===== src/rtl/cpc_pkg.sv =====
package cpc_pkg;

  typedef enum logic [1:0] {
    CPC_RUN  = 2'b00,
    CPC_SAVE = 2'b01,
    CPC_DOWN = 2'b10
  } cpc_mode_e;

  typedef struct packed {
    logic serial_en;
    logic hiz;
    logic park;
  } cpc_flags_t;

  // State transition rule: the pin wins, idle drops out of run,
  // a qualified frame train brings save back to run.
  function automatic cpc_mode_e cpc_next_mode(cpc_mode_e cur, logic pin_ok,
                                              logic idle, logic qualified);
    if (!pin_ok) return CPC_DOWN;
    case (cur)
      CPC_RUN:  return idle ? CPC_SAVE : CPC_RUN;
      CPC_SAVE: return (qualified && !idle) ? CPC_RUN : CPC_SAVE;
      default:  return CPC_SAVE;
    endcase
  endfunction

  function automatic cpc_flags_t cpc_flags(cpc_mode_e m);
    cpc_flags_t f;
    f.serial_en = (m == CPC_RUN);
    f.hiz       = (m != CPC_RUN);
    f.park      = (m != CPC_RUN);
    return f;
  endfunction

  // Saturating increment toward a limit.
  function automatic int unsigned cpc_sat_inc(int unsigned v, int unsigned lim);
    return (v >= lim) ? lim : v + 1;
  endfunction

endpackage


===== src/rtl/cpc_sync.sv =====
module cpc_sync #(
  parameter int   STAGES  = 2,
  parameter logic RST_VAL = 1'b0
) (
  input  logic clk,
  input  logic rst_n,
  input  logic din,
  output logic lvl,
  output logic prv
);
  logic [STAGES:0] sh;

  always_ff @(posedge clk or negedge rst_n) begin
    if (!rst_n) sh <= {(STAGES + 1){RST_VAL}};
    else        sh <= {sh[STAGES-1:0], din};
  end

  assign lvl = sh[STAGES-1];
  assign prv = sh[STAGES];
endmodule


===== src/rtl/cpc_activity.sv =====
module cpc_activity #(
  parameter int LIMIT     = 8000,
  parameter bit RISE_ONLY = 1'b0
) (
  input  logic clk,
  input  logic rst_n,
  input  logic lvl,
  input  logic prv,
  output logic hit,
  output logic stalled
);
  import cpc_pkg::*;
  localparam int CW = $clog2(LIMIT + 1);
  localparam logic [CW-1:0] LIM_V = LIMIT[CW-1:0];

  logic [CW-1:0] age;

  generate
    if (RISE_ONLY) begin : g_rise
      assign hit = lvl & ~prv;
    end else begin : g_any
      assign hit = lvl ^ prv;
    end
  endgenerate

  always_ff @(posedge clk or negedge rst_n) begin
    if (!rst_n)   age <= LIM_V;
    else if (hit) age <= '0;
    else          age <= CW'(cpc_sat_inc(int'(age), LIMIT));
  end

  assign stalled = (age == LIM_V);


  hit_clears_chk: assert property (@(posedge clk) disable iff (!rst_n)
    hit |=> !stalled);

  quiet_holds_chk: assert property (@(posedge clk) disable iff (!rst_n)
    (stalled && !hit) |=> stalled);
endmodule


===== src/rtl/cpc_qualify.sv =====
module cpc_qualify #(
  parameter int NEED = 2
) (
  input  logic clk,
  input  logic rst_n,
  input  logic pin_ok,
  input  logic b_stall,
  input  logic x_stall,
  input  logic x_hit,
  output logic ready
);
  localparam int CW = $clog2(NEED + 1);
  localparam logic [CW-1:0] NEED_V = NEED[CW-1:0];

  logic [CW-1:0] frames;
  logic          spoil;
  assign spoil = !pin_ok || b_stall || x_stall;

  always_ff @(posedge clk or negedge rst_n) begin
    if (!rst_n)                        frames <= '0;
    else if (spoil)                    frames <= '0;
    else if (x_hit && frames != NEED_V) frames <= frames + 1'b1;
  end

  assign ready = (frames == NEED_V);


  ready_needs_hit_chk: assert property (@(posedge clk) disable iff (!rst_n)
    $rose(ready) |-> $past(x_hit));
endmodule


===== src/rtl/cpc_fsm.sv =====
module cpc_fsm (
  input  logic              clk,
  input  logic              rst_n,
  input  logic              pin_ok,
  input  logic              idle,
  input  logic              ready,
  output cpc_pkg::cpc_mode_e mode,
  output logic              chg
);
  import cpc_pkg::*;
  cpc_mode_e mode_q, mode_nx;
  logic      chg_q;

  assign mode_nx = cpc_next_mode(mode_q, pin_ok, idle, ready);

  always_ff @(posedge clk or negedge rst_n) begin
    if (!rst_n) begin
      mode_q <= CPC_SAVE;
      chg_q  <= 1'b0;
    end else begin
      mode_q <= mode_nx;
      chg_q  <= (mode_nx != mode_q);
    end
  end

  assign mode = mode_q;
  assign chg  = chg_q;


  pin_prio_chk: assert property (@(posedge clk) disable iff (!rst_n)
    !pin_ok |=> mode_q == CPC_DOWN);

  idle_exit_chk: assert property (@(posedge clk) disable iff (!rst_n)
    (mode_q == CPC_RUN && idle && pin_ok) |=> mode_q == CPC_SAVE);

  run_entry_chk: assert property (@(posedge clk) disable iff (!rst_n)
    (mode_q == CPC_RUN && $past(mode_q) != CPC_RUN) |-> $past(mode_q) == CPC_SAVE);

  chg_pulse_chk: assert property (@(posedge clk) disable iff (!rst_n)
    chg_q == (mode_q != $past(mode_q)));
endmodule


===== src/rtl/codec_pwr_ctrl.sv =====
module codec_pwr_ctrl #(
  parameter int BIT_IDLE_CYC   = 8000,
  parameter int FRAME_IDLE_CYC = 41667,
  parameter int FRAMES_TO_WAKE = 2,
  parameter int SYNC_STAGES    = 2
) (
  input  logic       clk,
  input  logic       rst_n,
  input  logic       pwr_down_n,
  input  logic       bit_clk,
  input  logic       tx_frame,
  output logic [1:0] pm_state,
  output logic       pm_change,
  output logic       serial_en,
  output logic       sdo_hiz,
  output logic       analog_park
);
  import cpc_pkg::*;

  logic pin_lvl, pin_prv;
  logic b_lvl, b_prv, b_hit, b_stall;
  logic x_lvl, x_prv, x_hit, x_stall;
  logic idle, ready;
  cpc_mode_e  mode;
  cpc_flags_t flags;

  cpc_sync #(.STAGES(SYNC_STAGES), .RST_VAL(1'b1)) u_pin_sync (
    .clk(clk), .rst_n(rst_n), .din(pwr_down_n), .lvl(pin_lvl), .prv(pin_prv));
  cpc_sync #(.STAGES(SYNC_STAGES), .RST_VAL(1'b0)) u_bclk_sync (
    .clk(clk), .rst_n(rst_n), .din(bit_clk), .lvl(b_lvl), .prv(b_prv));
  cpc_sync #(.STAGES(SYNC_STAGES), .RST_VAL(1'b0)) u_frame_sync (
    .clk(clk), .rst_n(rst_n), .din(tx_frame), .lvl(x_lvl), .prv(x_prv));

  cpc_activity #(.LIMIT(BIT_IDLE_CYC), .RISE_ONLY(1'b0)) u_bclk_mon (
    .clk(clk), .rst_n(rst_n), .lvl(b_lvl), .prv(b_prv),
    .hit(b_hit), .stalled(b_stall));
  cpc_activity #(.LIMIT(FRAME_IDLE_CYC), .RISE_ONLY(1'b1)) u_frame_mon (
    .clk(clk), .rst_n(rst_n), .lvl(x_lvl), .prv(x_prv),
    .hit(x_hit), .stalled(x_stall));

  cpc_qualify #(.NEED(FRAMES_TO_WAKE)) u_qual (
    .clk(clk), .rst_n(rst_n), .pin_ok(pin_lvl), .b_stall(b_stall),
    .x_stall(x_stall), .x_hit(x_hit), .ready(ready));

  assign idle = b_stall | x_stall;

  cpc_fsm u_fsm (
    .clk(clk), .rst_n(rst_n), .pin_ok(pin_lvl), .idle(idle),
    .ready(ready), .mode(mode), .chg(pm_change));

  assign flags       = cpc_flags(mode);
  assign pm_state    = mode;
  assign serial_en   = flags.serial_en;
  assign sdo_hiz     = flags.hiz;
  assign analog_park = flags.park;


  mode_legal_chk: assert property (@(posedge clk) disable iff (!rst_n)
    pm_state != 2'b11);

  pin_release_chk: assert property (@(posedge clk) disable iff (!rst_n)
    (pin_lvl && !pin_prv) |=> pm_state == CPC_SAVE);

  bclk_edge_unused_chk: assert property (@(posedge clk) disable iff (!rst_n)
    (b_hit && pm_state == CPC_RUN && pin_lvl && !x_stall) |=> pm_state == CPC_RUN);
endmodule


===== config.mk =====
export PLATFORM = sky130hd
export DESIGN_NAME = codec_pwr_ctrl
export DESIGN_NICKNAME = d
export VERILOG_FILES = /design/src/rtl/cpc_pkg.sv /design/src/rtl/cpc_sync.sv /design/src/rtl/cpc_activity.sv /design/src/rtl/cpc_qualify.sv /design/src/rtl/cpc_fsm.sv /design/src/rtl/codec_pwr_ctrl.sv
export SDC_FILE = /design/constraint.sdc
export NUM_CORES = 1
export LEC_CHECK = 0
export ABC_AREA = 1
export BUFFER_PORTS_ARGS = -buffer_cell sky130_fd_sc_hd__buf_2
export CAP_MARGIN = 20
export CORE_ASPECT_RATIO = 0.9
export CORE_MARGIN = 5
export CORE_UTILIZATION = 41
export DETAILED_ROUTE_END_ITERATION = 16
export GPL_ROUTABILITY_DRIVEN = 0
export PLACE_DENSITY = 0.65
export SYNTH_ARGS = -nofsm -noshare
export SYNTH_HDL_FRONTEND = slang
export SYNTH_HIERARCHICAL = 1
export SYNTH_SLANG_ARGS = --single-unit

===== constraint.sdc =====
create_clock -name clk -period 2.17 [get_ports clk]
set_clock_uncertainty 0.1 [all_clocks]
set_input_delay 0.217 -clock clk [delete_from_list [all_inputs] [get_ports clk]]
set_output_delay 0.217 -clock clk [all_outputs]
set_load 0.005 [all_outputs]

-- Word-level counts from Yosys, hierarchy flattened
Index checks and enable logic that the tools add are counted.
- word-level logic and storage cells: 42
- output and inout port bits: 6
- register bits after elaboration: 42
- input bits: 5
- multiplexer cells: 10
- eq/ne operators: 6
- reductions and logical operators: 9
- add/subtract/negate cells: 3
- $lt $le $gt $ge: 2
- bitwise operators: 4
- operators by type and width (kind ; count):
    $mux 16 ; 2
    $mux 13 ; 2
    $add 16x1->16 const B ; 1
    $eq 16x16->1 const B ; 1
    $ge 16x16->1 const B ; 1
    $add 13x1->13 const B ; 1
    $eq 13x13->1 const B ; 1
    $ge 13x13->1 const B ; 1
    $mux 2 ; 3
    $pmux 2 s2 ; 1
    $reduce_bool 2->1 ; 2
    $add 2x1->2 const B ; 1
    $eq 2x1->1 const B ; 1
    $eq 2x2->1 const B ; 1
    $logic_and 1x1->1 ; 2
    $logic_not 1->1 ; 2
    $logic_not 2->1 ; 1
    $logic_or 1x1->1 ; 2
    $mux 1 ; 2
    $ne 2x2->1 ; 1
    $ne 2x2->1 const B ; 1
    $and 1x1->1 ; 1
    $not 1->1 ; 1
    $or 1x1->1 ; 1
    $xor 1x1->1 ; 1

-- Logic depth before layout (Yosys ltp)
Gate-level depths: netlist of run 1.
- depth after elaboration: 8
- mapped depth: 12

-- Cells and area by module
Netlist of run 1, hierarchy kept.
- modules (own cells, without submodules) (module ; cells an instance ; times used ; area an instance (um^2)):
    cpc_activity (u_frame_mon) ; 142 ; 1 ; 1034.7
    cpc_activity (u_bclk_mon) ; 99 ; 1 ; 792.0
    cpc_sync (u_bclk_sync ...) ; 3 ; 2 ; 75.1
    cpc_fsm ; 19 ; 1 ; 141.4
    cpc_qualify ; 16 ; 1 ; 118.9
    cpc_sync (u_pin_sync) ; 3 ; 1 ; 78.8
    codec_pwr_ctrl ; 8 ; 1 ; 33.8

-- Worst setup path before layout of run 1
No wires, ideal clock.
- path type: flip-flop to flip-flop
- from: register u_frame_mon.age[0]
- to: register u_fsm.chg_q (netlist: u_fsm/chg)
- setup time: 0.119 ns
- data required time: 1.951 ns
- arrival: 1.521 ns
- slack: 0.430 ns
- path buffers: 0
- stages on the path, launching flop included: 11
- cells stage by stage: dfstp_2 > ha_1 > nand3_1 > nor4_1 > inv_1 > nand2_1 > nor2_1 > nand2_1 > nand2_1 > nand2_1 > nand2_1
- longest elaborated chain between the ends: 8
- elaborated cells on any way between the ends: 9
- ends and longest elaborated chain (item ; RTL line ; RTL):
    start, declared ; cpc_activity.sv:16 ; logic [CW-1:0] age;
    start signal, assigned ; cpc_activity.sv:29 ; else age <= CW'(cpc_sat_inc(int'(age), LIMIT));
    $eq 16x16->1 (*) ; cpc_activity.sv:32 ; assign stalled = (age == LIM_V);
    via x_stall ; codec_pwr_ctrl.sv:22 ; logic x_lvl, x_prv, x_hit, x_stall;
    $or 1x1->1 (*) ; codec_pwr_ctrl.sv:45 ; assign idle = b_stall | x_stall;
    via idle ; codec_pwr_ctrl.sv:23 ; logic idle, ready;
    $logic_not 1->1 ; cpc_pkg.sv:22 ; CPC_SAVE: return (qualified && !idle) ? CPC_RUN : CPC_SAVE;
    $logic_and 1x1->1 ; cpc_pkg.sv:22 ;
    $mux 1 ; cpc_pkg.sv:22 ;
    $pmux 2 s2 (*) ; cpc_pkg.sv:20 ; case (cur)
    $mux 2 (*) ; cpc_pkg.sv:20 ;
    $ne 2x2->1 (*) ; cpc_fsm.sv:22 ; chg_q <= (mode_nx != mode_q);
    end signal, assigned ; cpc_fsm.sv:22 ;
    end, declared ; cpc_fsm.sv:12 ; logic chg_q;
The timed path passes the listed nets; every way through them passes the cells marked *.
A chain may end at the register's enable or synchronous reset.

-- Worst setup path in the final report of run 1
Ends and elaborated chain as after synthesis.

==> results of run 1 <==
[flip-flops by register name, summed over array words and instances (netlist names)]
register	count
u_fsm/mode	2
u_frame_mon/age	16
u_qual/frames	2
u_pin_sync/sh	2
u_fsm/chg	1
u_bclk_sync/sh	3
u_bclk_mon/age	13
u_frame_sync/sh	3
[layout make-up]
class | count | share of cell area (%)
inverters | 54 | 7.79
clock buffers | 6 | 3.17
clock inverters | 2 | 0.481
flip-flops and latches | 42 | 41.2
multi-input cells | 195 | 40.3
well taps | 70 | 3.37
repair buffers | 15 | 3.75
[worst max-delay path: stages, from the launching register on]
cell and delay (ps):
dfstp_2 550, ha_1 210, nand3_1 120, nor4_2 350, inv_1 70, nand2_1 80
nor2_1 50, nand2_1 60, nand2_1 60, nand2_1 60, nand2_1 50
[how the worst max path moves through the flow]
| stage | from | end | slack [ps] |
|---|---|---|---|
| after floorplan | u_frame_mon/age[0] | u_fsm/chg | 430 |
| after global placement | u_frame_mon/age[0] | u_fsm/chg | 290 |
| after detailed placement | u_frame_mon/age[0] | u_fsm/chg | 210 |
| after CTS | u_frame_mon/age[0] | u_fsm/chg | 190 |
| after global routing | u_frame_mon/age[0] | u_fsm/chg | 110 |
| final | u_frame_mon/age[0] | u_fsm/chg | 310 |
[power groups by stage]
stage                     registers [uW]  logic (uW)  clock network [uW]
final                                890         199                 529
after CTS                            890         204                 552
after global placement               900         194                   0
after global routing                 898         238                 577
after detailed placement             905         198                   0
after floorplan                      894         143                   0
[metrics by stage]
step                      utilization (%)  cells  cell area (um^2)  total power (uW)
after global routing                 46.5    384              2600              1710
after floorplan                         -    292              2320              1040
after CTS                            46.4    384              2600              1650
after detailed placement             44.0    372              2460              1100
final                                46.5    384              2600              1620
after global placement               44.0    372              2460              1090
[timing repair]
item / 4_1_cts / 5_1_grt
gates resized for setup: 0 / 1
hold endpoints to repair: 29 / 0
hold buffers: 4 / 0
endpoints found under the setup margin: 0 / 1
[per-layer routing]
metal	track usage, %	vias to the layer above	routed length (um)
met5	0	-	0
met2	21.9	16	2080
li1	-	938	-
met1	17.3	837	2080
met4	2.68	0	34
met3	2.71	4	112
[placed cells by master (no fill, tap or decap), types with 2 or more instances in the layout]
master,count
a21oi_1,6
buf_2,10
clkbuf_8,6
dfrtp_1,26
dfstp_2,16
dlygate4sd3_1,4
ha_1,4
inv_1,52
inv_2,2
nand2_1,66
nand2_2,8
nand3_1,20
nand3_2,3
nand3b_1,2
nand4_1,7
nor2_1,41
nor2_2,8
nor2_4,5
nor3_1,2
nor3_2,2
nor4_1,2
o21ai_0,3
xnor2_1,5
xor2_1,4
==> impl_metrics.env, run 1 <==
export IMPL_p_leak_uw=0.00121
export IMPL_wl_per_cell_um=11.2
export IMPL_power_density_nw_per_um2=622
export IMPL_ant_nets=0
export IMPL_maxSlewHeadroom_pct=64.8
export IMPL_io_buffers=10
export IMPL_antenna_found_initial=0
export IMPL_register_area_um2=1070
export IMPL_fp_dieW_um=89.4
export IMPL_endpoint_kind="flop"
export IMPL_hold_path_class="flop to flop"
export IMPL_io_pins=11
export IMPL_syn2layout_area_growth_pct=12.0
export IMPL_worst_pin_slew_ps=528
export IMPL_internal_power_uw=1180
export IMPL_drt_iter0_markers=73
export IMPL_setup_tns_ps=0
export IMPL_grt_pass1_wl_um=7450
export IMPL_slew_violations=0
export IMPL_drc=0
export IMPL_start_kind="flop"
export IMPL_clock_fmax_mhz=538
export IMPL_syn_instance_count=292
export IMPL_grt_pass1_vias=1664
export IMPL_grt_max_degree=43
export IMPL_coreArea_um2=5600
export IMPL_ir_drop_uv=404
export IMPL_die_area_um2=7270
export IMPL_nets=322
export IMPL_crit_path_max_fanout=4
export IMPL_grt_remaining_overflow=0
export IMPL_multi_input_area_um2=1050
export IMPL_synth_yosys_warnings=6
export IMPL_wirelength_um=4300
export IMPL_finalCritPeriodShare_pct=85.6
export IMPL_p_clk_share_pct=32.7
export IMPL_drv_cap=0
export IMPL_post_place_ws_ps=214
export IMPL_start_util_pct=41.5
export IMPL_r2r_start="u_frame_mon/age[0]"
export IMPL_power_net_switching_uw=436
export IMPL_r2r_slack_ps=310
export IMPL_die_y_um=81.4
export IMPL_r2r_end="u_fsm/chg"
export IMPL_insertion_delay_ps=290
export IMPL_reg2reg_depth=10
export IMPL_h_tree_depth=2
export IMPL_drive_above_1_share_pct=21.7
export IMPL_rsz0062_at_grt="false"
export IMPL_cts_sinks=42
export IMPL_min_path_cells=0
export IMPL_vias=1795
export IMPL_drt_first_pass_iters=4
export IMPL_fill_cells=541
export IMPL_diodes=0
export IMPL_clkTransAtPathRegs_ps=80
export IMPL_fin_hold_ws_ps=260
export IMPL_cts_buffers_inserted=5
export IMPL_critPathKind="flop to flop"
export IMPL_switching_share_pct=26.9
export IMPL_synth_area_um2=2320
export IMPL_comb_power_share_pct=12.3
export IMPL_cts_setup_buffers=0
export IMPL_fin_crit_ps=1860
export IMPL_synth_nets=301
export IMPL_hold_start="u_pin_sync/sh[0]"
export IMPL_via_per_inst=4.67
export IMPL_syn_avg_cell_area_um2=7.96
export IMPL_hpwl_um=3110
export IMPL_crit_arrival_ps=1940
export IMPL_cts_tree="done"
export IMPL_whs_endpoint="u_pin_sync/sh[1]"
export IMPL_critPathRequiredTime_ps=2250
export IMPL_seqPwrFrac_pct=55.0
export IMPL_setup_ws_ps=312
export IMPL_clockBufferDepth=2
export IMPL_num_rows=26
export IMPL_outcome="finished clean"
export IMPL_setup_viol=0
export IMPL_hold_viol=0
export IMPL_cts_root_buf="clkbuf_8"
export IMPL_track_usage_pct=13.0
(Power assumes the default switching activity.)
==> inputs of run 2 (changes only) <==
--- a/config.mk
+++ b/config.mk
@@ -13,7 +13,8 @@
 export CORE_UTILIZATION = 41
 export DETAILED_ROUTE_END_ITERATION = 16
 export GPL_ROUTABILITY_DRIVEN = 0
-export PLACE_DENSITY = 0.65
+export GPL_TIMING_DRIVEN = 0
+export PLACE_DENSITY = 0.68
 export SYNTH_ARGS = -nofsm -noshare
 export SYNTH_HDL_FRONTEND = slang
 export SYNTH_HIERARCHICAL = 1
==> constraint.sdc (replaced) <==
create_clock -name clk -period 2.17 [get_ports clk]
set_clock_uncertainty 0.1 [all_clocks]
set_input_delay 0.217 -clock clk [delete_from_list [all_inputs] [get_ports clk]]
set_output_delay 0.217 -clock clk [all_outputs]
set_load 0.1 [all_outputs]
==> run 2 against run 1 <==
  * Via count decreased by 1.6%
  * Power increased by 9.7%
  * Clock power increased by 18%
  * Wire length decreased by 2.0%
  * Hold slack got worse by 0.94 ps
  * Design area increased by 0.96%
  * Combinational power increased by 31%
  * Critical path depth unchanged
  * First-iteration DRC count increased by 15%
  * Largest power group unchanged
  * Register-to-register slack got worse by 110 ps
  * Sequential power about the same
==> impl_metrics.env, run 2 (synthesis gave the netlist of run 1 again) <==
export IMPL_ir_drop_uv=510
export IMPL_slew_violations=0
export IMPL_worst_pin_slew_ps=913
export IMPL_finalCritPeriodShare_pct=90.6
export IMPL_power_density_nw_per_um2=676
export IMPL_regMostFlops="u_frame_mon/age"
export IMPL_hold_start="u_pin_sync/sh[0]"
export IMPL_nets=322
export IMPL_cts_setup_buffers=0
export IMPL_drc=0
export IMPL_critPathKind="flop to flop"
export IMPL_min_path_cells=0
export IMPL_crit_path_max_fanout=4
export IMPL_wirelength_um=4220
export IMPL_vias=1766
export IMPL_start_util_pct=41.5
export IMPL_r2r_end="u_fsm/chg"
export IMPL_grt_pass1_vias=1686
export IMPL_crit_arrival_ps=2050
export IMPL_hold_path_class="flop to flop"
export IMPL_final_common_cell="nand2_1"
export IMPL_coreArea_um2=5600
export IMPL_whs_endpoint="u_pin_sync/sh[1]"
export IMPL_cts_sinks=42
export IMPL_final_cell_mix="nand2_1 (65), inv_1 (52), nor2_1 (40), dfrtp_1 (25), nand3_1 (20)"
export IMPL_antenna_found_initial=0
export IMPL_cts_root_buf="clkbuf_8"
export IMPL_start_kind="flop"
export IMPL_hpwl_um=3040
export IMPL_hold_viol=0
export IMPL_setup_tns_ps=0
export IMPL_io_buffers=10
export IMPL_grt_pass1_wl_um=7660
export IMPL_fill_cells=557
export IMPL_clkTransAtPathRegs_ps=80
export IMPL_drive_above_1_share_pct=22.6
export IMPL_maxSlewHeadroom_pct=39.1
export IMPL_critPathRequiredTime_ps=2250
export IMPL_outcome="finished clean"
export IMPL_die_area_um2=7270
export IMPL_clock_fmax_mhz=508
export IMPL_r2r_slack_ps=200
export IMPL_via_per_inst=4.60
export IMPL_ant_nets=0
export IMPL_cts_tree="done"
export IMPL_largest_register_ffs=16
export IMPL_rsz0062_at_grt="false"
export IMPL_cts_buffers_inserted=5
export IMPL_p_leak_uw=0.00121
export IMPL_r2r_start="u_frame_mon/age[0]"
export IMPL_endpoint_kind="flop"
export IMPL_drv_cap=0
export IMPL_fp_dieW_um=89.4
export IMPL_setup_viol=0
export IMPL_drt_first_pass_iters=5
export IMPL_reg2reg_depth=10
export IMPL_fin_crit_ps=1970
export IMPL_track_usage_pct=13.5
export IMPL_num_rows=26
export IMPL_die_y_um=81.4
export IMPL_io_pins=11
export IMPL_grt_remaining_overflow=0
export IMPL_wl_per_cell_um=11.0
export IMPL_syn2layout_area_growth_pct=13.1
export IMPL_design_area_um2=2630
export IMPL_fin_hold_ws_ps=259
export IMPL_reg_top3="u_frame_mon/age (16), u_bclk_mon/age (13)"
export IMPL_insertion_delay_ps=290
export IMPL_clockBufferDepth=2
export IMPL_drt_iter0_markers=84
export IMPL_diodes=0
export IMPL_grt_max_degree=43
export IMPL_postPlaceCellArea_um2=2470
export IMPL_h_tree_depth=2
run 2: cell type report:
type	instances	area (um^2)	area share, %
plain buffers	1	7.51	0.286
clock buffers	5	68.8	2.62
clock inverters	3	45.0	1.71
inverters	54	203	7.71
multi-input cells	195	1050	40.1
flip-flops and latches	42	1070	40.8
well taps	70	87.6	3.33
repair buffers	14	90.1	3.43
run 2: what timing repair did:
action | in CTS | in global routing
endpoints found under the setup margin | 0 | 2
hold buffers | 4 | 0
resized for setup | 0 | 1
endpoints found under the hold margin | 29 | 0
run 2: critical path, stage by stage (launching register included):
cell and delay, ps:
dfstp_2 550, ha_1 210, nand3_1 130, nor4_2 400, inv_1 80, nand2_1 90, nor2_1 50, nand2_1 80
nand2_1 70, nand2_1 60, nand2_1 50
run 2: per-layer routing:
metal | routed length (um) | vias to the layer above | track usage, %
met5 | 0 | - | 0
met4 | 26 | 0 | 3.72
met3 | 141 | 4 | 2.71
met2 | 1980 | 19 | 21.9
met1 | 2060 | 810 | 18.3
li1 | - | 933 | -
run 2: how the worst max path moves through the flow:
stage / from / end / slack (ps) / depth (start not counted)
after floorplan: u_fsm/mode[0] / sdo_hiz / 60 / 3
after global placement: u_frame_mon/age[0] / u_fsm/chg / 100 / 10
after detailed placement: u_frame_mon/age[0] / u_fsm/chg / 90 / 10
after CTS: u_frame_mon/age[0] / u_fsm/chg / 70 / 10
after global routing: u_frame_mon/age[0] / u_fsm/chg / 3 / 10
final: u_frame_mon/age[0] / u_fsm/chg / 200 / 10
run 2: power breakdown:
part,switching (uW),total [uW],internal [uW]
Clock,282,624,342
Combinational,176,261,85.3
Sequential,46.7,890,843
Total,504,1770,1270
run 2: stage by stage:
step / instances / total power [uW] / util, % / setup WS, ps
6_report: 384 / 1770 / 47.0 / 203
5_1_grt: 384 / 1880 / 47.0 / 3.26
4_1_cts: 384 / 1810 / 46.8 / 74.6
3_5_place_dp: 372 / 1160 / 44.1 / 87.5
3_3_place_gp: 372 / 1150 / 44.1 / 100
2_1_floorplan: 292 / 1100 / - / 62.9
==> inputs of run 3 (changes only) <==
==> constraint.sdc (replaced) <==
create_clock -name clk -period 1.9 [get_ports clk]
set_clock_uncertainty 0.1 [all_clocks]
set_input_delay 0.19 -clock clk [delete_from_list [all_inputs] [get_ports clk]]
set_output_delay 0.19 -clock clk [all_outputs]
set_load 0.1 [all_outputs]
==> run 3 against run 2 <==
  * Clock power up 11%
  * Critical path type is now flop to output pin
  * Sequential power rose by 15%
  * Die area unchanged
  * Register-to-register slack worse by 50 ps
  * Clock-buffer cell count is the same
  * Combinational power rose by 21%
  * Wire length rose by 2.6%
  * Hold slack about the same
==> impl_metrics.env, run 3 (synthesis gave the netlist of run 1 again) <==
export IMPL_io_buffers=10
export IMPL_insertion_delay_ps=290
export IMPL_fin_crit_ps=1780
export IMPL_critPathRequiredTime_ps=1610
export IMPL_start_util_pct=41.5
export IMPL_syn2layout_area_growth_pct=16.0
export IMPL_reg_top3="u_frame_mon/age (16), u_bclk_mon/age (13)"
export IMPL_grt_use_met2_pct=22.0
export IMPL_clock_fmax_mhz=562
export IMPL_h_tree_depth=2
export IMPL_wirelength_um=4330
export IMPL_diodes=0
export IMPL_regMostFlops="u_frame_mon/age"
export IMPL_drt_first_pass_iters=6
export IMPL_worst_pin_slew_ps=905
export IMPL_cts_root_buf="clkbuf_8"
export IMPL_fin_cells=387
export IMPL_p_clk_share_pct=34.2
export IMPL_maxSlewHeadroom_pct=39.7
export IMPL_num_rows=26
export IMPL_setup_viol=0
export IMPL_seqPwrFrac_pct=50.2
export IMPL_drt_iter0_markers=64
export IMPL_io_pins=11
export IMPL_fp_dieW_um=89.4
export IMPL_crit_path_max_fanout=6
export IMPL_p_leak_uw=0.00128
export IMPL_hold_viol=0
export IMPL_antenna_found_initial=0
export IMPL_internal_power_uw=1460
export IMPL_track_usage_pct=13.5
export IMPL_place_inst=372
export IMPL_clockBufferDepth=2
export IMPL_coreArea_um2=5600
export IMPL_die_area_um2=7270
export IMPL_slew_violations=0
export IMPL_gr_usage_met1_pct=17.5
export IMPL_cts_sinks=42
export IMPL_drv_cap=0
export IMPL_grt_max_degree=43
export IMPL_grt_pass1_wl_um=7710
export IMPL_crit_arrival_ps=1490
export IMPL_nets=325
export IMPL_vias=1829
export IMPL_post_place_ws_ps=-168
export IMPL_drc=0
export IMPL_busiest_layer="met2"
export IMPL_power_net_switching_uw=570
export IMPL_final_cell_mix="nand2_1 (63), inv_1 (51), nor2_1 (40), dfrtp_1 (25), nand3_1 (19)"
export IMPL_endpoint_kind="output pin"
export IMPL_drive_above_1_share_pct=25.6
export IMPL_grt_use_met3_pct=3.31
export IMPL_wl_per_cell_um=11.2
export IMPL_final_common_cell="nand2_1"
export IMPL_power_density_nw_per_um2=752
export IMPL_ir_drop_uv=454
export IMPL_largest_register_ffs=16
export IMPL_start_kind="flop"
export IMPL_fin_util_pct=48.2
export IMPL_grt_remaining_overflow=0
export IMPL_ant_nets=0
export IMPL_finalCritPeriodShare_pct=93.7
export IMPL_via_per_inst=4.73
export IMPL_hold_path_class="flop to flop"
export IMPL_comb_power_share_pct=15.6
export IMPL_power_uw=2030
export IMPL_setup_ws_ps=120
export IMPL_clkTransAtPathRegs_ps=80
export IMPL_switching_share_pct=28.1
export IMPL_cts_tree="done"
export IMPL_outcome="finished clean"
export IMPL_critPathKind="flop to output pin"
export IMPL_grt_pass1_vias=1758
export IMPL_cts_buffers_inserted=5
export IMPL_hpwl_um=3000
export IMPL_die_y_um=81.4
[run 3: final timing paths]
check,start,to,slack [ps],cells after the start
worst max-delay path,u_fsm/mode[0],analog_park,120,3
worst min-delay path,u_frame_sync/sh[0],u_frame_sync/sh[1],260,0
worst max register to register,u_frame_mon/age[10],u_fsm/chg,150,10
worst min register to register,u_frame_sync/sh[0],u_frame_sync/sh[1],260,0
max in group asynchronous,rst_n,u_fsm/mode[1],620,2
min in group asynchronous,rst_n,u_frame_mon/age[5],460,2
[run 3: what timing repair did]
action / in CTS / in global routing
setup buffers: 0 / 3
gates resized for setup: 2 / 9
pin swaps: 0 / 5
hold buffers: 4 / 0
hold endpoints to repair: 29 / 0
endpoints found under the setup margin: 2 / 3
[run 3: through the flow]
step	hold WS, ps	area, um^2	setup TNS [ps]
2_1_floorplan	-206	2340	0
3_3_place_gp	197	2480	-178
3_5_place_dp	197	2480	-216
4_1_cts	255	2640	0
5_1_grt	268	2700	-3.49
6_report	259	2700	0
[run 3: layout make-up]
class	count	area, um^2
fillers	530	2900
multi-input cells	195	1100
flip-flops and latches	42	1080
inverters	54	203
repair buffers	17	115
well taps	70	87.6
clock buffers	5	68.8
clock inverters	3	40.0
plain buffers	1	7.51
[run 3: power groups by stage]
stage	Sequential, uW	Clock, uW	Combinational [uW]
after floorplan	1060	0	200
after global placement	1030	0	290
after detailed placement	1030	0	294
after CTS	1020	716	307
after global routing	1030	762	356
final	1020	694	317
[run 3: worst max-delay path, cell delays in order (launching register included)]
cell	delay, ps
dfstp_4	650
inv_1	70
nand2_4	60
buf_2	410
[run 3: per-layer routing]
| metal | vias up | share of wire, % |
|---|---|---|
| li1 | 952 | - |
| met1 | 844 | 47 |
| met2 | 25 | 48 |
| met3 | 8 | 3.3 |
| met4 | 0 | 1.4 |
| met5 | - | 0 |
